--- config.mk ---
export PLATFORM = sky130hd
export DESIGN_NAME = dp_alu
export DESIGN_NICKNAME = d
export VERILOG_FILES = /design/src/rtl/dp_alu_pkg.sv /design/src/rtl/dp_alu_adder.sv /design/src/rtl/dp_alu_logic.sv /design/src/rtl/dp_alu_flags.sv /design/src/rtl/dp_alu.sv
export SDC_FILE = /design/constraint.sdc
export NUM_CORES = 1
export LEC_CHECK = 0
export ABC_AREA = 1
export BUFFER_PORTS_ARGS = -buffer_cell sky130_fd_sc_hd__buf_2
export CAP_MARGIN = 10
export CORE_UTILIZATION = 43
export DETAILED_ROUTE_END_ITERATION = 10
export SLEW_MARGIN = 20
export SYNTH_ARGS = -nofsm -noshare
export SYNTH_HDL_FRONTEND = slang
export SYNTH_SLANG_ARGS = --single-unit
--- constraint.sdc ---
create_clock -name vclk -period 4.65
set_input_delay 0.6975 -clock vclk [all_inputs]
set_output_delay 0.6975 -clock vclk [all_outputs]
set_load 0.02 [all_outputs]
--- src/rtl/dp_alu_pkg.sv ---
package dp_alu_pkg;
  localparam int unsigned DATA_W = 32;

  typedef enum logic [3:0] {
    OP_AND  = 4'd0,
    OP_XOR  = 4'd1,
    OP_SUB  = 4'd2,
    OP_RSBC = 4'd3,
    OP_ADD  = 4'd4,
    OP_ADC  = 4'd5,
    OP_SBC  = 4'd6,
    OP_RSUB = 4'd7,
    OP_TEST = 4'd8,
    OP_TEQV = 4'd9,
    OP_CMP  = 4'd10,
    OP_CMPN = 4'd11,
    OP_OR   = 4'd12,
    OP_MOVE = 4'd13,
    OP_BCLR = 4'd14,
    OP_MOVN = 4'd15
  } alu_op_e;

  typedef struct packed {
    logic n;
    logic z;
    logic c;
    logic v;
  } nzcv_t;
endpackage

--- src/rtl/dp_alu_adder.sv ---
module dp_alu_adder #(
  parameter int unsigned W = 32
) (
  input  logic [W-1:0] x_i,
  input  logic [W-1:0] y_i,
  input  logic         cin_i,
  output logic [W-1:0] sum_o,
  output logic         cout_o,
  output logic         ovf_o
);
  localparam int unsigned MSB = W - 1;

  logic [W:0] wide;

  assign wide   = {1'b0, x_i} + {1'b0, y_i} + {{W{1'b0}}, cin_i};
  assign sum_o  = wide[W-1:0];
  assign cout_o = wide[W];
  // like-signed inputs producing opposite-signed sum
  assign ovf_o  = (x_i[MSB] == y_i[MSB]) && (sum_o[MSB] != x_i[MSB]);
endmodule

--- src/rtl/dp_alu_logic.sv ---
module dp_alu_logic
  import dp_alu_pkg::*;
#(
  parameter int unsigned W = 32
) (
  input  alu_op_e      op_i,
  input  logic [W-1:0] a_i,
  input  logic [W-1:0] b_i,
  output logic [W-1:0] res_o
);
  always_comb begin
    unique case (op_i)
      OP_AND, OP_TEST: res_o = a_i & b_i;
      OP_XOR, OP_TEQV: res_o = a_i ^ b_i;
      OP_OR:           res_o = a_i | b_i;
      OP_BCLR:         res_o = a_i & ~b_i;
      OP_MOVE:         res_o = b_i;
      OP_MOVN:         res_o = ~b_i;
      default:         res_o = '0;
    endcase
  end

  always_comb begin
    if (op_i == OP_BCLR)
      assert_bclr_clears_R1: assert ((res_o & b_i) == '0)
        else $error("bit-clear left a masked bit set");
  end
endmodule

--- src/rtl/dp_alu_flags.sv ---
module dp_alu_flags
  import dp_alu_pkg::*;
#(
  parameter int unsigned W = 32
) (
  input  logic [W-1:0] res_i,
  input  logic         arith_i,
  input  logic         update_i,
  input  logic         add_c_i,
  input  logic         add_v_i,
  input  logic         shift_c_i,
  input  nzcv_t        flags_i,
  output nzcv_t        flags_o
);
  nzcv_t fresh;

  always_comb begin
    fresh.n = res_i[W-1];
    fresh.z = (res_i == '0);
    fresh.c = arith_i ? add_c_i : shift_c_i;
    fresh.v = arith_i ? add_v_i : flags_i.v;
    flags_o = update_i ? fresh : flags_i;
  end

  always_comb begin
    if (!update_i)
      assert_flags_hold_R6: assert (flags_o == flags_i)
        else $error("flags moved without update");
    if (update_i && !arith_i)
      assert_logic_cv_R9: assert (flags_o.c == shift_c_i && flags_o.v == flags_i.v)
        else $error("logical op disturbed C/V");
  end
endmodule

--- src/rtl/dp_alu.sv ---
module dp_alu
  import dp_alu_pkg::*;
#(
  parameter int unsigned W = DATA_W
) (
  input  logic [W-1:0] a_i,
  input  logic [W-1:0] b_i,
  input  logic         shift_c_i,
  input  logic [3:0]   nzcv_i,
  input  logic [3:0]   op_i,
  input  logic         set_flags_i,
  output logic [W-1:0] result_o,
  output logic         we_o,
  output logic [3:0]   nzcv_o
);
  alu_op_e      op;
  nzcv_t        flags_in, flags_out;
  logic [W-1:0] add_x, add_y, add_sum, logic_res;
  logic         add_cin, add_c, add_v;
  logic         is_arith, is_test;

  assign op       = alu_op_e'(op_i);
  assign flags_in = nzcv_t'(nzcv_i);

  // operand steering onto the single shared adder
  always_comb begin
    add_x    = a_i;
    add_y    = b_i;
    add_cin  = 1'b0;
    is_arith = 1'b1;
    is_test  = 1'b0;
    unique case (op)
      OP_ADD:  ;
      OP_ADC:  add_cin = flags_in.c;
      OP_SUB:  begin add_y = ~b_i; add_cin = 1'b1; end
      OP_SBC:  begin add_y = ~b_i; add_cin = flags_in.c; end
      OP_RSUB: begin add_x = b_i; add_y = ~a_i; add_cin = 1'b1; end
      OP_RSBC: begin add_x = b_i; add_y = ~a_i; add_cin = flags_in.c; end
      OP_CMP:  begin add_y = ~b_i; add_cin = 1'b1; is_test = 1'b1; end
      OP_CMPN: is_test = 1'b1;
      OP_TEST, OP_TEQV: begin is_arith = 1'b0; is_test = 1'b1; end
      default: is_arith = 1'b0;
    endcase
  end

  dp_alu_adder #(.W(W)) u_adder (
    .x_i   (add_x),
    .y_i   (add_y),
    .cin_i (add_cin),
    .sum_o (add_sum),
    .cout_o(add_c),
    .ovf_o (add_v)
  );

  dp_alu_logic #(.W(W)) u_logic (
    .op_i (op),
    .a_i  (a_i),
    .b_i  (b_i),
    .res_o(logic_res)
  );

  assign result_o = is_arith ? add_sum : logic_res;
  assign we_o     = ~is_test;

  dp_alu_flags #(.W(W)) u_flags (
    .res_i    (result_o),
    .arith_i  (is_arith),
    .update_i (set_flags_i | is_test),
    .add_c_i  (add_c),
    .add_v_i  (add_v),
    .shift_c_i(shift_c_i),
    .flags_i  (flags_in),
    .flags_o  (flags_out)
  );

  assign nzcv_o = flags_out;

  always_comb begin
    if (op_i[3:2] == 2'b10)
      assert_no_write_R5: assert (!we_o) else $error("compare wrote result");
    if (op == OP_ADD)
      assert_add_sum_R2: assert (result_o == a_i + b_i) else $error("add mismatch");
    if (op == OP_RSUB)
      assert_rsub_diff_R4: assert (result_o == b_i - a_i) else $error("rsub mismatch");
    if (op == OP_MOVE)
      assert_move_pass_R1: assert (result_o == b_i) else $error("move mismatch");
    if (op_i[3:2] == 2'b10 || set_flags_i)
      assert_zero_flag_R10: assert (nzcv_o[2] == (result_o == '0) && nzcv_o[3] == result_o[W-1])
        else $error("N/Z disagree with result");
  end
endmodule

Word-level counts from Yosys, hierarchy flattened
Cells that the tools add are included.
{"block": "classes", "bitwise_logic": 8, "div": 0, "mux": 10, "order_cmp": 0, "shift": 0, "multipliers": 0, "addsub": 2, "n_reduce_logical": 11, "eq_ne": 17}
{"cell": "one-hot mux 32 bit (6 select lines)", "n": 1}
{"cell": "bitwise AND 32 bit", "n": 2}
{"cell": "two-way mux 32 bit", "n": 2}
{"cell": "inverter 32 bit", "n": 2}
{"cell": "one-hot mux 32 bit (2 select lines)", "n": 1}
{"cell": "adder 32 x 32 -> 33 bit", "n": 1}
{"cell": "adder 33 x 1 -> 33 bit", "n": 1}
{"cell": "== test 4 bit, second input constant", "n": 8}
{"cell": "zero test 32 bit", "n": 1}
{"cell": "bitwise OR 32 bit", "n": 1}
{"cell": "bitwise XOR 32 bit", "n": 1}
{"cell": "== test 4 x 3 -> 1 bit, second input constant", "n": 4}
{"cell": "OR reduction 3 bit", "n": 3}
{"cell": "== test 4 x 2 -> 1 bit, second input constant", "n": 2}
{"cell": "OR reduction 8 bit", "n": 1}
{"cell": "OR reduction 2 bit", "n": 3}
{"cell": "== test 4 x 1 -> 1 bit, second input constant", "n": 1}
{"cell": "zero test 4 bit", "n": 1}
{"cell": "two-way mux 1 bit", "n": 4}
{"cell": "two-way mux 4 bit", "n": 1}
{"cell": "OR reduction 4 bit", "n": 1}
{"cell": "one-hot mux 1 bit (2 select lines)", "n": 1}
{"cell": "== test 1 bit", "n": 1}
{"cell": "logical AND 1 bit", "n": 1}
{"cell": "other kinds (3)", "n": 3}
{"block": "word_totals", "word_cells": 48, "register_bits": 0, "latch_bits": 0, "rom_bits": 0, "ramBits": 0, "mem_count": 0}

Longest topological paths before layout
{"block": "logic_depth", "ltp_word": 9, "ltp_mapped": 25, "ltp_nobuf": 24}

Cells and area by module
A second synthesis with hierarchy kept.
{"block": "unflattened", "cells_unflattened": 1425, "hier_area_um2": 6771.5}
{"mod": "dp_alu_logic", "instances": 1, "area_each_um2": 2677.6, "cells_per_inst": 565}
{"mod": "dp_alu_adder", "instances": 1, "area_each_um2": 2213.4, "cells_per_inst": 418}
{"mod": "dp_alu", "instances": 1, "area_each_um2": 1700.4, "cells_per_inst": 402}
{"mod": "dp_alu_flags", "instances": 1, "area_each_um2": 180.2, "cells_per_inst": 40}

Worst setup path after synthesis
Ideal clock, no wire load.
{"block": "synth_timing", "kind": "input port to output port", "startpoint": "input op_i[2]", "endpoint": "output nzcv_o[2]", "path_slack_ns": 0.105, "arrival_time_ns": 3.848, "stages": 22, "required_ns": 3.953, "cell_sequence": "nand2_4 inv_2 nor2_1 inv_2 clkbuf_1 o22ai_1 a31oi_1 fa_1 inv_1 fa_1 nand2_1 nand2_1 nand3_1 nand2_1 or2_2 nand2_1 nand2_1 nor2_1 nand3_1 nor2_1 nand3_1 o21ai_1"}
{"block": "synth_via", "elab_chain_len": 8}
{"element": "from (decl)", "line_no": "dp_alu.sv:10", "text": "input logic [3:0] op_i,"}
{"element": "== test 4 bit (tied with other cells)", "line_no": "dp_alu.sv:32", "text": "unique case (op)"}
{"element": "OR reduction 3 bit (no line) or OR reduction 2 bit (tied branches)"}
{"element": "one-hot mux 32 bit (2 select lines) or two-way mux 32 bit (tied branches)", "line_no": "dp_alu.sv:32"}
{"element": "adder 32 x 32 -> 33 bit", "line_no": "dp_alu_adder.sv:15", "text": "assign wide = {1'b0, x_i} + {1'b0, y_i} + {{W{1'b0}}, cin_i};"}
{"element": "adder 33 x 1 -> 33 bit", "line_no": "dp_alu_adder.sv:15"}
{"element": "two-way mux 32 bit *", "line_no": "dp_alu.sv:62", "text": "assign result_o = is_arith ? add_sum : logic_res;"}
{"element": "named net result_o[8]", "line_no": "dp_alu.sv:12", "text": "output logic [W-1:0] result_o,"}
{"element": "zero test 32 bit *", "line_no": "dp_alu_flags.sv:19", "text": "fresh.z = (res_i == '0);"}
{"element": "two-way mux 4 bit *", "line_no": "dp_alu_flags.sv:22", "text": "flags_o = update_i ? fresh : flags_i;"}
{"element": "to (decl)", "line_no": "dp_alu.sv:14", "text": "output logic [3:0] nzcv_o"}
Mark *: on every way through the listed nets, which the timed path passes. The rest lies on a longest branch.

Worst setup path in the final report
{"block": "layout_timing", "startpoint": "input op_i[3]", "endpoint": "output nzcv_o[2]"}
{"block": "layout_via", "elab_chain_len": 8}
{"element": "== test 4 bit (tied with other cells)", "line_no": "dp_alu.sv:32"}
{"element": "OR reduction 3 bit (no line) or OR reduction 2 bit (tied branches)"}
{"element": "one-hot mux 32 bit (2 select lines) or two-way mux 32 bit (tied branches)", "line_no": "dp_alu.sv:32"}
{"element": "adder 32 x 32 -> 33 bit", "line_no": "dp_alu_adder.sv:15"}
{"element": "adder 33 x 1 -> 33 bit", "line_no": "dp_alu_adder.sv:15"}
{"element": "two-way mux 32 bit", "line_no": "dp_alu.sv:62"}
{"element": "zero test 32 bit", "line_no": "dp_alu_flags.sv:19"}
{"element": "two-way mux 4 bit *", "line_no": "dp_alu_flags.sv:22"}
Mark *: on every way between the ends. The rest lies on a longest branch, timed or not.

==> run metrics <==
Slew @ Worst Pin=0.781 ns; Final HPWL DP=around 19 mm; Worst path max stage delay=0.26 ns; critical path capture point type=output pin; Final Hold Viols=0; vias post-DR=approximately 8500; commonest non-fill, non-tap cell in the layout=nand2_1; syn_nets=1353; most frequent cells in the layout=387 x nand2_1, 222 x inv_1, 109 x buf_2, 70 x o21ai_0, 70 x nor2_1; final count of pins violating max slew=0; # rows=between 40 and 50; n_diodes=0; crit path kind=input port to output pin; Max VDD drop=just under 0.00008 V; library cells used by synthesis=37; Cells after Synth=1214; Residual DRC=0; DR pass1 iterations=5; area grow syn2layout=30.2%; Filler cells=1463; Syn Area/Cell=4.87 sq um; max_slew headroom=47.8%; Yosys warnings=0; vias in the first global route=6951; Place WS=around 0.007 ns; final setup margin=0.107 ns; hold_buf cts=0; Boundary Pins=around 110; Nets=1481; Max Clk Rate=0.220 GHz; Seq cells=0; total grt overflow=0; HP Class=input port to output pin; cell area after layout=7700 sq um; Starting Density=approximately 44%; initial antenna violation count=0; core area=roughly 13000 sq um; CP startpoint kind=input port; first-pass GRT wire length=36.9 mm; Worst Path Required=around 4 ns; Die X=119 microns; share of cells above drive strength 1=roughly a quarter; Placed Area=~6800 sq um; Crit-path slowest cell=a31o_2; Clock Buffer Count=0; total wire length=approximately 26 mm; crit share post-route=a little over nine tenths; vias per cell=5.61; Iteration-0 DRC Markers=955; Static Leakage=around 4.2 nW; WP data arrival=around 3.9 ns; die area=14200 sq um; gpl congestion=0.957; outcome=finished, final reports clean; multi-input logic area=around 5500 sq um; Tot GR Track Use=32.8%; Worst Path Max Fanout=6; area of the mapped netlist=5910 sq um; max capacitance violation total=0; Die Height=roughly 120 microns; CP dominant cell by count=nand2_1; DRT antenna net count=0; Worst Hold Slack=1.72 ns; setup violators final=0; register area=0 sq um; WL/cell=17.0 microns; Port Buffers=111; Power per Cell Area=roughly 180 nW/um^2; sequential fraction of the synthesis area=0%; Tot Pwr=roughly 1.4 mW; post-layout min period=around 4.5 ns; pin count of the biggest net entering global routing=37
==> cells by family after synthesis <==
| group | Yosys count | synth area share, % |
|---|---|---|
| XOR/XNOR | 2 | 0.296 |
| adder cells (fa/ha/maj) | 65 | 14.0 |
| AND/OR/NAND/NOR | 645 | 44.9 |
| buffers and inverters | 273 | 18.0 |
| AO/OA/AOI/OAI | 229 | 22.9 |
==> worst max-delay path: cells and delay by family <==
kind	cells	cell delay (ns)
AOI/OAI and AO/OA	2	0.45
adders and majority gates	1	0.26
buffers and inverters	8	0.99
and+or+nand+nor	16	1.43
==> metrics by stage <==
stage,std cells,setup TNS (ns),utilization (%)
CTS,1497,0,51.3
global route,1516,-0.0449,57.7
detailed placement,1497,0,51.2
global placement,1497,-0.0270,51.2
floorplan,1214,0,-
finish,1516,0,57.7
==> cells in the mapped netlist, types with 6 or more instances <==
master | instances | area, sq um
nand4_1 | 21 | 131
o22ai_1 | 37 | 231
clkbuf_1 | 18 | 67.6
a31o_2 | 31 | 272
nand2_1 | 425 | 1600
nor3_1 | 15 | 75.1
ha_1 | 63 | 788
inv_1 | 226 | 848
inv_2 | 7 | 26.3
nand3_1 | 64 | 320
buf_2 | 11 | 55.1
nor2_1 | 98 | 368
buf_1 | 6 | 22.5
o21ai_1 | 13 | 65.1
o21ai_0 | 71 | 355
a21oi_1 | 61 | 305
==> power by group <==
group | switching (mW) | internal, mW
clock | 0 | 0
combinational | 0.848 | 0.502
sequential | 0 | 0
==> timing repair <==
| item | in CTS | in global routing |
|---|---|---|
| setup endpoints to repair | 1 | 2 |
| gates resized for setup | 2 | 148 |
| setup buffers | 0 | 11 |
| gates cloned | 0 | 9 |
| pin swaps | 0 | 27 |
==> metal layers <==
| metal | track usage (%) | up-vias | share of wire, % |
|---|---|---|---|
| li1 | - | 4163 | - |
| met1 | 49.7 | 3815 | 46 |
| met2 | 50.3 | 480 | 41 |
| met3 | 4.12 | 46 | 11 |
| met4 | 2.69 | 0 | 1.8 |
| met5 | 0 | - | 0 |
==> area by class of cell <==
class / count / area share (%)
multi-input combinational: 941 / 70.9
timing repair buffer: 165 / 14.7
inverter: 233 / 11.5
tap: 176 / 2.86
timing repair inverter: 1 / 0.0813
==> final timing paths <==
check	from	endpoint	slack, ns	cells past startpoint
worst max-delay path	op_i[3]	nzcv_o[2]	0.11	27
worst min-delay path	nzcv_i[0]	nzcv_o[0]	1.72	4
Power figures use the tool's default switching activity.
